<file path="config.mk">
export PLATFORM = sky130hd
export DESIGN_NAME = raster_timing_gen
export DESIGN_NICKNAME = d
export VERILOG_FILES = /design/src/rtl/raster_pkg.sv /design/src/rtl/raster_shadow.sv /design/src/rtl/raster_hcount.sv /design/src/rtl/raster_vcount.sv /design/src/rtl/raster_counters.sv /design/src/rtl/raster_timing_gen.sv
export SDC_FILE = /design/constraint.sdc
export NUM_CORES = 1
export LEC_CHECK = 0
export ABC_CLOCK_PERIOD_IN_PS = 3400
export BUFFER_PORTS_ARGS = -buffer_cell sky130_fd_sc_hd__buf_2
export CORE_MARGIN = 10
export CORE_UTILIZATION = 52
export CTS_CLUSTER_SIZE = 10
export DETAILED_ROUTE_END_ITERATION = 12
export PLACE_DENSITY = 0.77
export SYNTH_ARGS = -nofsm -noshare
export SYNTH_HDL_FRONTEND = slang
export SYNTH_SLANG_ARGS = --single-unit
</file>
<file path="constraint.sdc">
create_clock -name clk_i -period 3.4 [get_ports clk_i]
set_clock_uncertainty 0.1 [all_clocks]
set_input_delay 0.68 -clock clk_i [delete_from_list [all_inputs] [get_ports clk_i]]
set_output_delay 0.68 -clock clk_i [all_outputs]
set_load 0.01 [all_outputs]
</file>
<file path="src/rtl/raster_pkg.sv">
package raster_pkg;
  localparam int unsigned TIME_W = 12;
  localparam int unsigned PIX_W  = 2 * TIME_W;

  typedef logic [TIME_W-1:0] tcount_t;

  typedef struct packed {
    tcount_t    htotal;
    tcount_t    hblank_start;
    tcount_t    hsync_start;
    tcount_t    hsync_end;
    tcount_t    vtotal;
    tcount_t    vblank_start;
    tcount_t    vsync_start;
    tcount_t    vsync_end;
    logic [1:0] fs_delay;
  } timing_t;
endpackage

</file>
<file path="src/rtl/raster_shadow.sv">
module raster_shadow
  import raster_pkg::*;
(
  input  logic    clk_i,
  input  logic    rst_ni,
  input  logic    load_i,
  input  timing_t shadow_i,
  output timing_t active_o
);
  timing_t act_q;

  always_ff @(posedge clk_i or negedge rst_ni) begin
    if (!rst_ni)     act_q <= '0;
    else if (load_i) act_q <= shadow_i;
  end

  assign active_o = act_q;
endmodule

</file>
<file path="src/rtl/raster_hcount.sv">
module raster_hcount
  import raster_pkg::*;
(
  input  logic    clk_i,
  input  logic    rst_ni,
  input  logic    run_i,
  input  tcount_t htotal_i,
  input  tcount_t hblank_start_i,
  input  tcount_t hsync_start_i,
  input  tcount_t hsync_end_i,
  output logic    line_end_o,
  output logic    hsync_rise_o,
  output logic    hblank_rise_o,
  output logic    hsync_o,
  output logic    hblank_o
);
  tcount_t h_q;

  assign line_end_o = run_i && (h_q == htotal_i - 1'b1);

  always_ff @(posedge clk_i or negedge rst_ni) begin
    if (!rst_ni)         h_q <= '0;
    else if (!run_i)     h_q <= '0;
    else if (line_end_o) h_q <= '0;
    else                 h_q <= h_q + 1'b1;
  end

  assign hsync_rise_o  = run_i && (h_q == hsync_start_i);
  assign hblank_rise_o = run_i && (h_q == hblank_start_i);
  assign hsync_o       = run_i && (h_q >= hsync_start_i) && (h_q < hsync_end_i);
  assign hblank_o      = run_i && (h_q >= hblank_start_i);
endmodule

</file>
<file path="src/rtl/raster_vcount.sv">
module raster_vcount
  import raster_pkg::*;
(
  input  logic       clk_i,
  input  logic       rst_ni,
  input  logic       run_i,
  input  logic       line_end_i,
  input  logic       hsync_rise_i,
  input  logic       hblank_rise_i,
  input  tcount_t    vtotal_i,
  input  tcount_t    vblank_start_i,
  input  tcount_t    vsync_start_i,
  input  tcount_t    vsync_end_i,
  input  logic [1:0] fs_delay_i,
  output logic       frame_end_o,
  output logic       vblank_evt_o,
  output logic       vsync_evt_o,
  output logic       frame_start_o,
  output logic       vblank_o,
  output logic       vsync_o,
  output tcount_t    scanline_o
);
  tcount_t           v_q;
  tcount_t           scan_q;
  logic              vb_q, vs_q;
  logic              vs_end;
  logic [TIME_W:0]   fs_line;

  assign frame_end_o = line_end_i && (v_q == vtotal_i - 1'b1);

  always_ff @(posedge clk_i or negedge rst_ni) begin
    if (!rst_ni)          v_q <= '0;
    else if (!run_i)      v_q <= '0;
    else if (frame_end_o) v_q <= '0;
    else if (line_end_i)  v_q <= v_q + 1'b1;
  end

  // vertical events sit on the leading edge of hsync of the preceding line
  assign vblank_evt_o = hsync_rise_i && (v_q == vblank_start_i - 1'b1);
  assign vsync_evt_o  = hsync_rise_i && (v_q == vsync_start_i - 1'b1);
  assign vs_end       = hsync_rise_i && (v_q == vsync_end_i - 1'b1);

  assign fs_line       = {1'b0, vblank_start_i} + fs_delay_i;
  assign frame_start_o = hblank_rise_i && ({1'b0, v_q} == fs_line);

  always_ff @(posedge clk_i or negedge rst_ni) begin
    if (!rst_ni) begin
      vb_q   <= 1'b0;
      vs_q   <= 1'b0;
      scan_q <= '0;
    end else begin
      if (vblank_evt_o)     vb_q <= 1'b1;
      else if (frame_end_o) vb_q <= 1'b0;
      if (vsync_evt_o)      vs_q <= 1'b1;
      else if (vs_end)      vs_q <= 1'b0;
      if (hsync_rise_i)     scan_q <= v_q;
    end
  end

  assign vblank_o   = vblank_evt_o || vb_q;
  assign vsync_o    = vsync_evt_o || (vs_q && !vs_end);
  assign scanline_o = scan_q;
endmodule

</file>
<file path="src/rtl/raster_counters.sv">
module raster_counters
  import raster_pkg::*;
#(
  parameter int unsigned FRAME_W = 24
) (
  input  logic               clk_i,
  input  logic               rst_ni,
  input  logic               run_i,
  input  logic               frame_end_i,
  input  logic               vblank_evt_i,
  output logic [FRAME_W-1:0] frame_cnt_o,
  output logic [PIX_W-1:0]   pixel_cnt_o
);
  logic [FRAME_W-1:0] frame_q;
  logic [PIX_W-1:0]   pix_q;

  always_ff @(posedge clk_i or negedge rst_ni) begin
    if (!rst_ni)           frame_q <= '0;
    else if (vblank_evt_i) frame_q <= frame_q + 1'b1;
  end

  always_ff @(posedge clk_i or negedge rst_ni) begin
    if (!rst_ni)          pix_q <= '0;
    else if (!run_i)      pix_q <= '0;
    else if (frame_end_i) pix_q <= '0;
    else                  pix_q <= pix_q + 1'b1;
  end

  assign frame_cnt_o = frame_q;
  assign pixel_cnt_o = pix_q;
endmodule

</file>
<file path="src/rtl/raster_timing_gen.sv">
module raster_timing_gen
  import raster_pkg::*;
#(
  parameter int unsigned FRAME_W = 24
) (
  input  logic               clk_i,
  input  logic               rst_ni,
  input  logic [TIME_W-1:0]  htotal_i,
  input  logic [TIME_W-1:0]  hblank_start_i,
  input  logic [TIME_W-1:0]  hsync_start_i,
  input  logic [TIME_W-1:0]  hsync_end_i,
  input  logic [TIME_W-1:0]  vtotal_i,
  input  logic [TIME_W-1:0]  vblank_start_i,
  input  logic [TIME_W-1:0]  vsync_start_i,
  input  logic [TIME_W-1:0]  vsync_end_i,
  input  logic [1:0]         fs_delay_i,
  output logic               hblank_o,
  output logic               hsync_o,
  output logic               vblank_o,
  output logic               vsync_o,
  output logic               vblank_evt_o,
  output logic               vsync_evt_o,
  output logic               frame_start_o,
  output logic [TIME_W-1:0]  scanline_o,
  output logic [FRAME_W-1:0] frame_cnt_o,
  output logic [PIX_W-1:0]   pixel_cnt_o
);
  timing_t shadow, act;
  logic    pending_q, run;
  logic    line_end, hsync_rise, hblank_rise, frame_end, vbl_evt;

  // first clock after reset primes the working set
  always_ff @(posedge clk_i or negedge rst_ni) begin
    if (!rst_ni) pending_q <= 1'b1;
    else         pending_q <= 1'b0;
  end
  assign run = !pending_q;

  assign shadow = '{htotal: htotal_i, hblank_start: hblank_start_i,
                    hsync_start: hsync_start_i, hsync_end: hsync_end_i,
                    vtotal: vtotal_i, vblank_start: vblank_start_i,
                    vsync_start: vsync_start_i, vsync_end: vsync_end_i,
                    fs_delay: fs_delay_i};

  raster_shadow u_shadow (
    .clk_i    (clk_i),
    .rst_ni   (rst_ni),
    .load_i   (pending_q || vbl_evt),
    .shadow_i (shadow),
    .active_o (act)
  );

  raster_hcount u_hcount (
    .clk_i          (clk_i),
    .rst_ni         (rst_ni),
    .run_i          (run),
    .htotal_i       (act.htotal),
    .hblank_start_i (act.hblank_start),
    .hsync_start_i  (act.hsync_start),
    .hsync_end_i    (act.hsync_end),
    .line_end_o     (line_end),
    .hsync_rise_o   (hsync_rise),
    .hblank_rise_o  (hblank_rise),
    .hsync_o        (hsync_o),
    .hblank_o       (hblank_o)
  );

  raster_vcount u_vcount (
    .clk_i          (clk_i),
    .rst_ni         (rst_ni),
    .run_i          (run),
    .line_end_i     (line_end),
    .hsync_rise_i   (hsync_rise),
    .hblank_rise_i  (hblank_rise),
    .vtotal_i       (act.vtotal),
    .vblank_start_i (act.vblank_start),
    .vsync_start_i  (act.vsync_start),
    .vsync_end_i    (act.vsync_end),
    .fs_delay_i     (act.fs_delay),
    .frame_end_o    (frame_end),
    .vblank_evt_o   (vbl_evt),
    .vsync_evt_o    (vsync_evt_o),
    .frame_start_o  (frame_start_o),
    .vblank_o       (vblank_o),
    .vsync_o        (vsync_o),
    .scanline_o     (scanline_o)
  );

  raster_counters #(.FRAME_W(FRAME_W)) u_counters (
    .clk_i        (clk_i),
    .rst_ni       (rst_ni),
    .run_i        (run),
    .frame_end_i  (frame_end),
    .vblank_evt_i (vbl_evt),
    .frame_cnt_o  (frame_cnt_o),
    .pixel_cnt_o  (pixel_cnt_o)
  );

  assign vblank_evt_o = vbl_evt;
endmodule

</file>
==> results of run 1 <==
==> path summary, 6_finish.rpt <==
check                                           start                          to  depth (start not counted)
min reg2reg                u_counters.frame_cnt_o[23]  u_counters.frame_cnt_o[23]                          1
min in group clk_i                   vsync_start_i[9]       u_shadow.active_o[23]                          2
min                                            rst_ni        u_shadow.active_o[5]                          1
max reg2reg                           u_hcount.h_q[7]       u_shadow.active_o[65]                         13
max                                   u_hcount.h_q[7]                     vsync_o                         11
max in group asynchronous                      rst_ni       u_shadow.active_o[88]                          2
==> layer usage <==
layer	part of all wire [%]	wire, um	up-vias
met5	0	0	-
met4	1.8	528	0
met3	6.1	1830	42
met2	48	14600	323
met1	44	13100	4449
li1	-	-	4312
==> flip-flops by register name, summed over array words and instances, names as in the netlist <==
name / cells
pending_q: 1
u_counters.frame_cnt_o: 24
u_counters.pixel_cnt_o: 24
u_hcount.h_q: 12
u_shadow.active_o: 98
u_vcount.scanline_o: 12
u_vcount.v_q: 12
u_vcount.vb_q: 1
u_vcount.vs_q: 1
==> worst max-delay path: cells and delay by family (launching register included) <==
| kind | cells | cell delay, ns |
|---|---|---|
| fa+ha+maj | 1 | 0.30 |
| buf+inv | 3 | 0.44 |
| compound gates | 2 | 0.50 |
| simple gates | 5 | 0.85 |
| flops | 1 | 0.42 |
==> power by group through the flow <==
stage                     clock [W]  sequential [W]  combinational (W)
after global routing        0.00209         0.00249           0.000981
after global placement            0         0.00250           0.000758
after CTS                   0.00200         0.00246           0.000818
after detailed placement          0         0.00250           0.000784
after floorplan                   0         0.00246           0.000541
final                       0.00197         0.00247           0.000893
==> cell usage in the layout (no fill, tap or decap), types with 27 or more instances in the layout <==
cell       instances
dfrtp_1          184
buf_2            163
mux2_2            92
nor2_1            86
xnor2_1           78
nand2_1           64
inv_1             60
buf_4             55
xor2_1            50
nand3_1           44
ha_1              40
nor3_1            32
nand4_1           30
clkbuf_16         27
==> metrics by stage <==
stage | power (W) | cell area, um2 | setup TNS (ns) | worst slack [ns] | instances
after CTS | 0.00528 | 13300 | -1.37 | -0.353 | 1583
after global routing | 0.00556 | 13800 | -5.55 | -0.449 | 1599
final | 0.00533 | 13800 | -1.34 | -0.340 | 1599
after detailed placement | 0.00329 | 12500 | -0.143 | -0.0739 | 1540
after floorplan | 0.00300 | 11100 | 0 | 0.00232 | 1091
after global placement | 0.00326 | 12500 | -0.0647 | -0.0563 | 1540
==> cell families after synthesis <==
group	after synthesis	synth area share (%)
buffers and inverters	111	4.22
multiplexers	119	12.7
other	1	0.0338
AO/OA/AOI/OAI	129	8.14
adder cells (fa/ha/maj)	47	5.37
flip-flops	185	41.7
XOR/XNOR	130	10.3
AND/OR/NAND/NOR	369	17.5
==> timing repair <==
item                       in CTS  in global routing
resized for setup              21                 37
cloned                          0                 14
setup endpoints to repair       6                115
buffers inserted               11                  5
hold endpoints to repair        0                  0
pin swaps                      14                 14
==> cell type report <==
type                            instances  area, um2  area share (%)
Clock buffer                           19        453            3.28
Clock inverter                         13        125           0.905
Inverter                               65        244            1.77
Multi-Input combinational cell        795       6230            45.1
Sequential cell                       185       4630            33.5
Tap cell                              275        344            2.49
Timing Repair Buffer                  247       1800            13.0
==> out/qor.yml, run 1 <==
status: "complete, but fails checks"
violations: "negative setup slack"
end_kind: "output port"
synthCells: 1091
n_antenna_cell: 0
yosysTopAreaCell: "dfrtp_1"
ant_nets: 0
met3_usage_pct: 4.26
start_kind: "flop"
grt_antenna_before_repair: 0
fillCellCount: 1598
cpMaxStageDelayCell: "dfrtp_1"
ys_types: 78
cp_max_fo: 4
die_x_um: 166
wl_um: 30100
seq_area_frac_synth_pct: 41.7
htree_levels: 4
clock_sinks: 185
critPathMaxStageDelay_ns: 0.42
vias_per_cell: 5.71
routedWlPerCell_um: 18.8
yosysMostFrequentCell: "dfrtp_1"
fp.dieArea_um2: 27600
top_usage_layer: "met2"
swShare_pct: 28.9
synth_edf_count: 0
die_y_um: 166
crit_chain: "ha_4 -> nand4_1 -> nor4_4 -> buf_4 -> buf_6 -> nand3_1 -> nor4_2 -> nand2_1 -> o41ai_4 -> o31ai_2 -> buf_2"
hold_viol: 0
initial_core_util_pct: 52.8
pwr-share-seq_pct: 46.3
finalSetupViolations: 5
worstPathArrival_ns: 2.96
finalCritPeriodShare_pct: 110
avgSynthCellArea_um2: 10.2
slew_headroom_pct: 59.4
fmax_mhz: 267
cts_tree: "built"
rows: 53
r2r_slack_ns: 0.04
grt_pass1_wl_um: 46600
synth-warning-count: 0
p_leak_nw: 6.49
synthToLayoutAreaGrowth_pct: 24.6
overflow: 0
worst_pin_slew_ns: 0.609
required_ns: 2.62
layout_setup_ws_ns: -0.340
post-dp-hpwl_um: 20700
dr.pass1.iters: 5
final_nets: 1458
ctsRootBufferMaster: "clkbuf_16"
p_switching_w: 0.00154
drive_gt1_share_pct: 33.8
utilization_pct: 65.7
grt_max_degree: 73
synth.area.top_cells: "dfrtp_1 42%, mux2_2 9.4%, xnor2_1 6.2%"
clk_transition_reported_paths_ns: 0.08
post-route-min-period_ns: 3.74
slew_viol_final: 0
grtUsageMet1_pct: 26.2
grt_util_all_layers_pct: 20.2
hold-worst-slack_ns: 0.164
pin_count: 167
hp-class: "in -> async"
synth_top_cell_area_share_pct: 41.5
p_per_area_nw_per_um2: 386
rsz0062_at_grt: "true"
grt_pass1_vias: 9163
drcViolationCount: 0
core_area_um2: 21000
ctsHoldBuffers: 0
combPwrFrac_pct: 16.7
yosys-top-cells-count: "184 x dfrtp_1, 93 x mux2_2, 87 x nor2_1, 79 x xnor2_1, 66 x nand2_1"
async_flop_share_pct: 100
drt_iter0_markers: 720
maxCapViolations: 0
ys.flop_type: "dfrtp_1"
ctsLongestPathBuffers: 2
place_congestion: 0.886
intPower_w: 0.00379
syn_area_um2: 11100
syn-num-nets: 1238
path_class: "reg -> out"
numCtsBuffers: 17
io_buffers: 166
clkPwrFrac_pct: 37.0
clkLatencyLatePin_ns: 0.44
grt_util_met2_pct: 33.1
ir_drop_mv: 0.336
ys_seq_elements: 185
vias: 9126
(Power assumes the default switching activity.)
==> run 2, diff against run 1 <==
- REMOVE_ABC_BUFFERS: not set -> 1
==> out/qor.yml, run 2 (synthesis results as in run 1) <==
status: "complete, but fails checks"
violations: "negative setup slack"
rsz0062_at_grt: "true"
path_class: "reg -> out"
layout_commonest_cell: "dfrtp_1"
largest_reg_flops: 98
grt_pass1_vias: 9204
final_cell_mix: "183 x dfrtp_1, 163 x buf_2, 92 x mux2_2"
die_y_um: 166
slew_headroom_pct: 52.8
final_nets: 1444
clkLatencyLatePin_ns: 0.44
drt_iter0_markers: 670
pin_count: 167
clk_transition_reported_paths_ns: 0.08
hold_viol: 0
finalCritPeriodShare_pct: 110
cp_max_fo: 3
overflow: 0
wl_um: 29700
routedWlPerCell_um: 18.7
maxCapViolations: 0
critPathMaxStageDelay_ns: 0.42
p_per_area_nw_per_um2: 392
cts_tree: "built"
drive_gt1_share_pct: 33.3
htree_levels: 4
crit_family: "simple AND/OR/NAND/NOR gates"
start_kind: "flop"
vias: 9050
fmax_mhz: 266
io_buffers: 166
path_buf_inv: 3
fp.dieArea_um2: 27600
layout_setup_ws_ns: -0.356
numCtsBuffers: 17
fillCellCount: 1652
ctsRootBufferMaster: "clkbuf_16"
clock_sinks: 185
post-dp-hpwl_um: 20600
final.setup.tns_ns: -1.38
die_x_um: 166
ctsLongestPathBuffers: 2
required_ns: 2.62
cp.depth: 11
grt_pass1_wl_um: 46300
core_area_um2: 21000
ant_nets: 0
slew_viol_final: 0
worstPathArrival_ns: 2.98
worst_pin_slew_ns: 0.704
dr.pass1.iters: 5
crit_chain: "ha_4 -> nand4_1 -> nor4_4 -> buf_6 -> nand3_1 -> nor4_1 -> nand2_1 -> o41ai_2 -> buf_4 -> o31ai_2 -> buf_2"
initial_core_util_pct: 52.8
rows: 53
reg2regPathDepth: 13
grt_max_degree: 78
synthToLayoutAreaGrowth_pct: 22.2
finalSetupViolations: 5
p_leak_nw: 6.34
grt_antenna_before_repair: 4
dp_slack_ns: 0.0121
final_cells: 1589
hp-class: "in -> async"
post-route-min-period_ns: 3.76
drcViolationCount: 0
placedCellCount: 1534
end_kind: "output port"
place_congestion: 0.910
vias_per_cell: 5.70
ir_drop_mv: 0.301
grt_util_all_layers_pct: 20.2
cpMaxStageDelayCell: "dfrtp_1"
-- run 2: cell types whose count changed in the layout (fill, tap and decap cells not counted), moves of 3 or more --
cell | previous run | this run
inv_8 | 6 | 1
clkinvlp_4 | 3 | 0
diode_2 | 0 | 4
inv_6 | 3 | 7
buf_16 | 3 | 0
clkbuf_16 | 27 | 19
clkbuf_8 | 3 | 0
-- run 2: worst reg2reg max path, stage by stage, from the launching register on --
cell	delay, ns
dfrtp_1	0.42
ha_4	0.29
nand4_1	0.18
nor4_4	0.34
buf_6	0.17
buf_12	0.10
nand2_1	0.05
or4_4	0.53
nor4_4	0.17
buf_4	0.16
nor2_4	0.05
buf_12	0.14
buf_12	0.16
mux2_2	0.33
-- run 2: routing by layer --
metal | global-route usage (%) | share of wire [%]
met1 | 24.7 | 41
met2 | 33.7 | 49
met3 | 4.50 | 5.9
met4 | 8.40 | 3.5
met5 | 0 | 0
-- run 2: cell type report --
type	count	area [um2]	area share [%]
clock buffer	17	425	3.14
timing repair buffer	233	1490	11.0
antenna	4	10.0	0.0739
tap	275	344	2.54
sequential	185	4630	34.2
inverter	65	244	1.80
multi-input combinational	795	6250	46.1
clock inverter	15	163	1.20
-- run 2: repair_timing --
item                                   in CTS  in global routing
gates cloned                                0                  5
hold buffers                                0                  0
endpoints found under the hold margin       0                  0
buffers inserted                            9                  9
setup endpoints to repair                  38                 74
gates resized for setup                    13                 38
pin swaps                                   5                 20
-- run 2: path summary, 6_finish.rpt --
check	from	end	slack, ns
worst max-delay path	u_hcount.h_q[5]	vsync_o	-0.36
worst min-delay path	rst_ni	u_shadow.active_o[72]	0.16
worst max register to register	u_hcount.h_q[5]	u_shadow.active_o[49]	0.09
worst min register to register	u_counters.frame_cnt_o[23]	u_counters.frame_cnt_o[23]	0.37
max in group asynchronous	rst_ni	u_shadow.active_o[27]	2.16
min in group clk_i	vsync_start_i[5]	u_shadow.active_o[19]	0.37
-- run 2: per-stage QoR --
step	power, W	hold WS [ns]	area, um2	utilization [%]
floorplan	0.00299	0.284	10900	-
global placement	0.00324	0.363	12500	59.3
detailed placement	0.00327	0.365	12500	59.3
CTS	0.00528	0.195	13200	62.8
global route	0.00556	0.216	13600	64.5
finish	0.00532	0.164	13600	64.5
-- run 2: where the power goes --
group          leakage, nW  total, W  internal (W)  switching, W
sequential            2.35   0.00246       0.00232      0.000142
clock                0.291   0.00200       0.00104      0.000954
combinational         3.70  0.000855      0.000429      0.000426
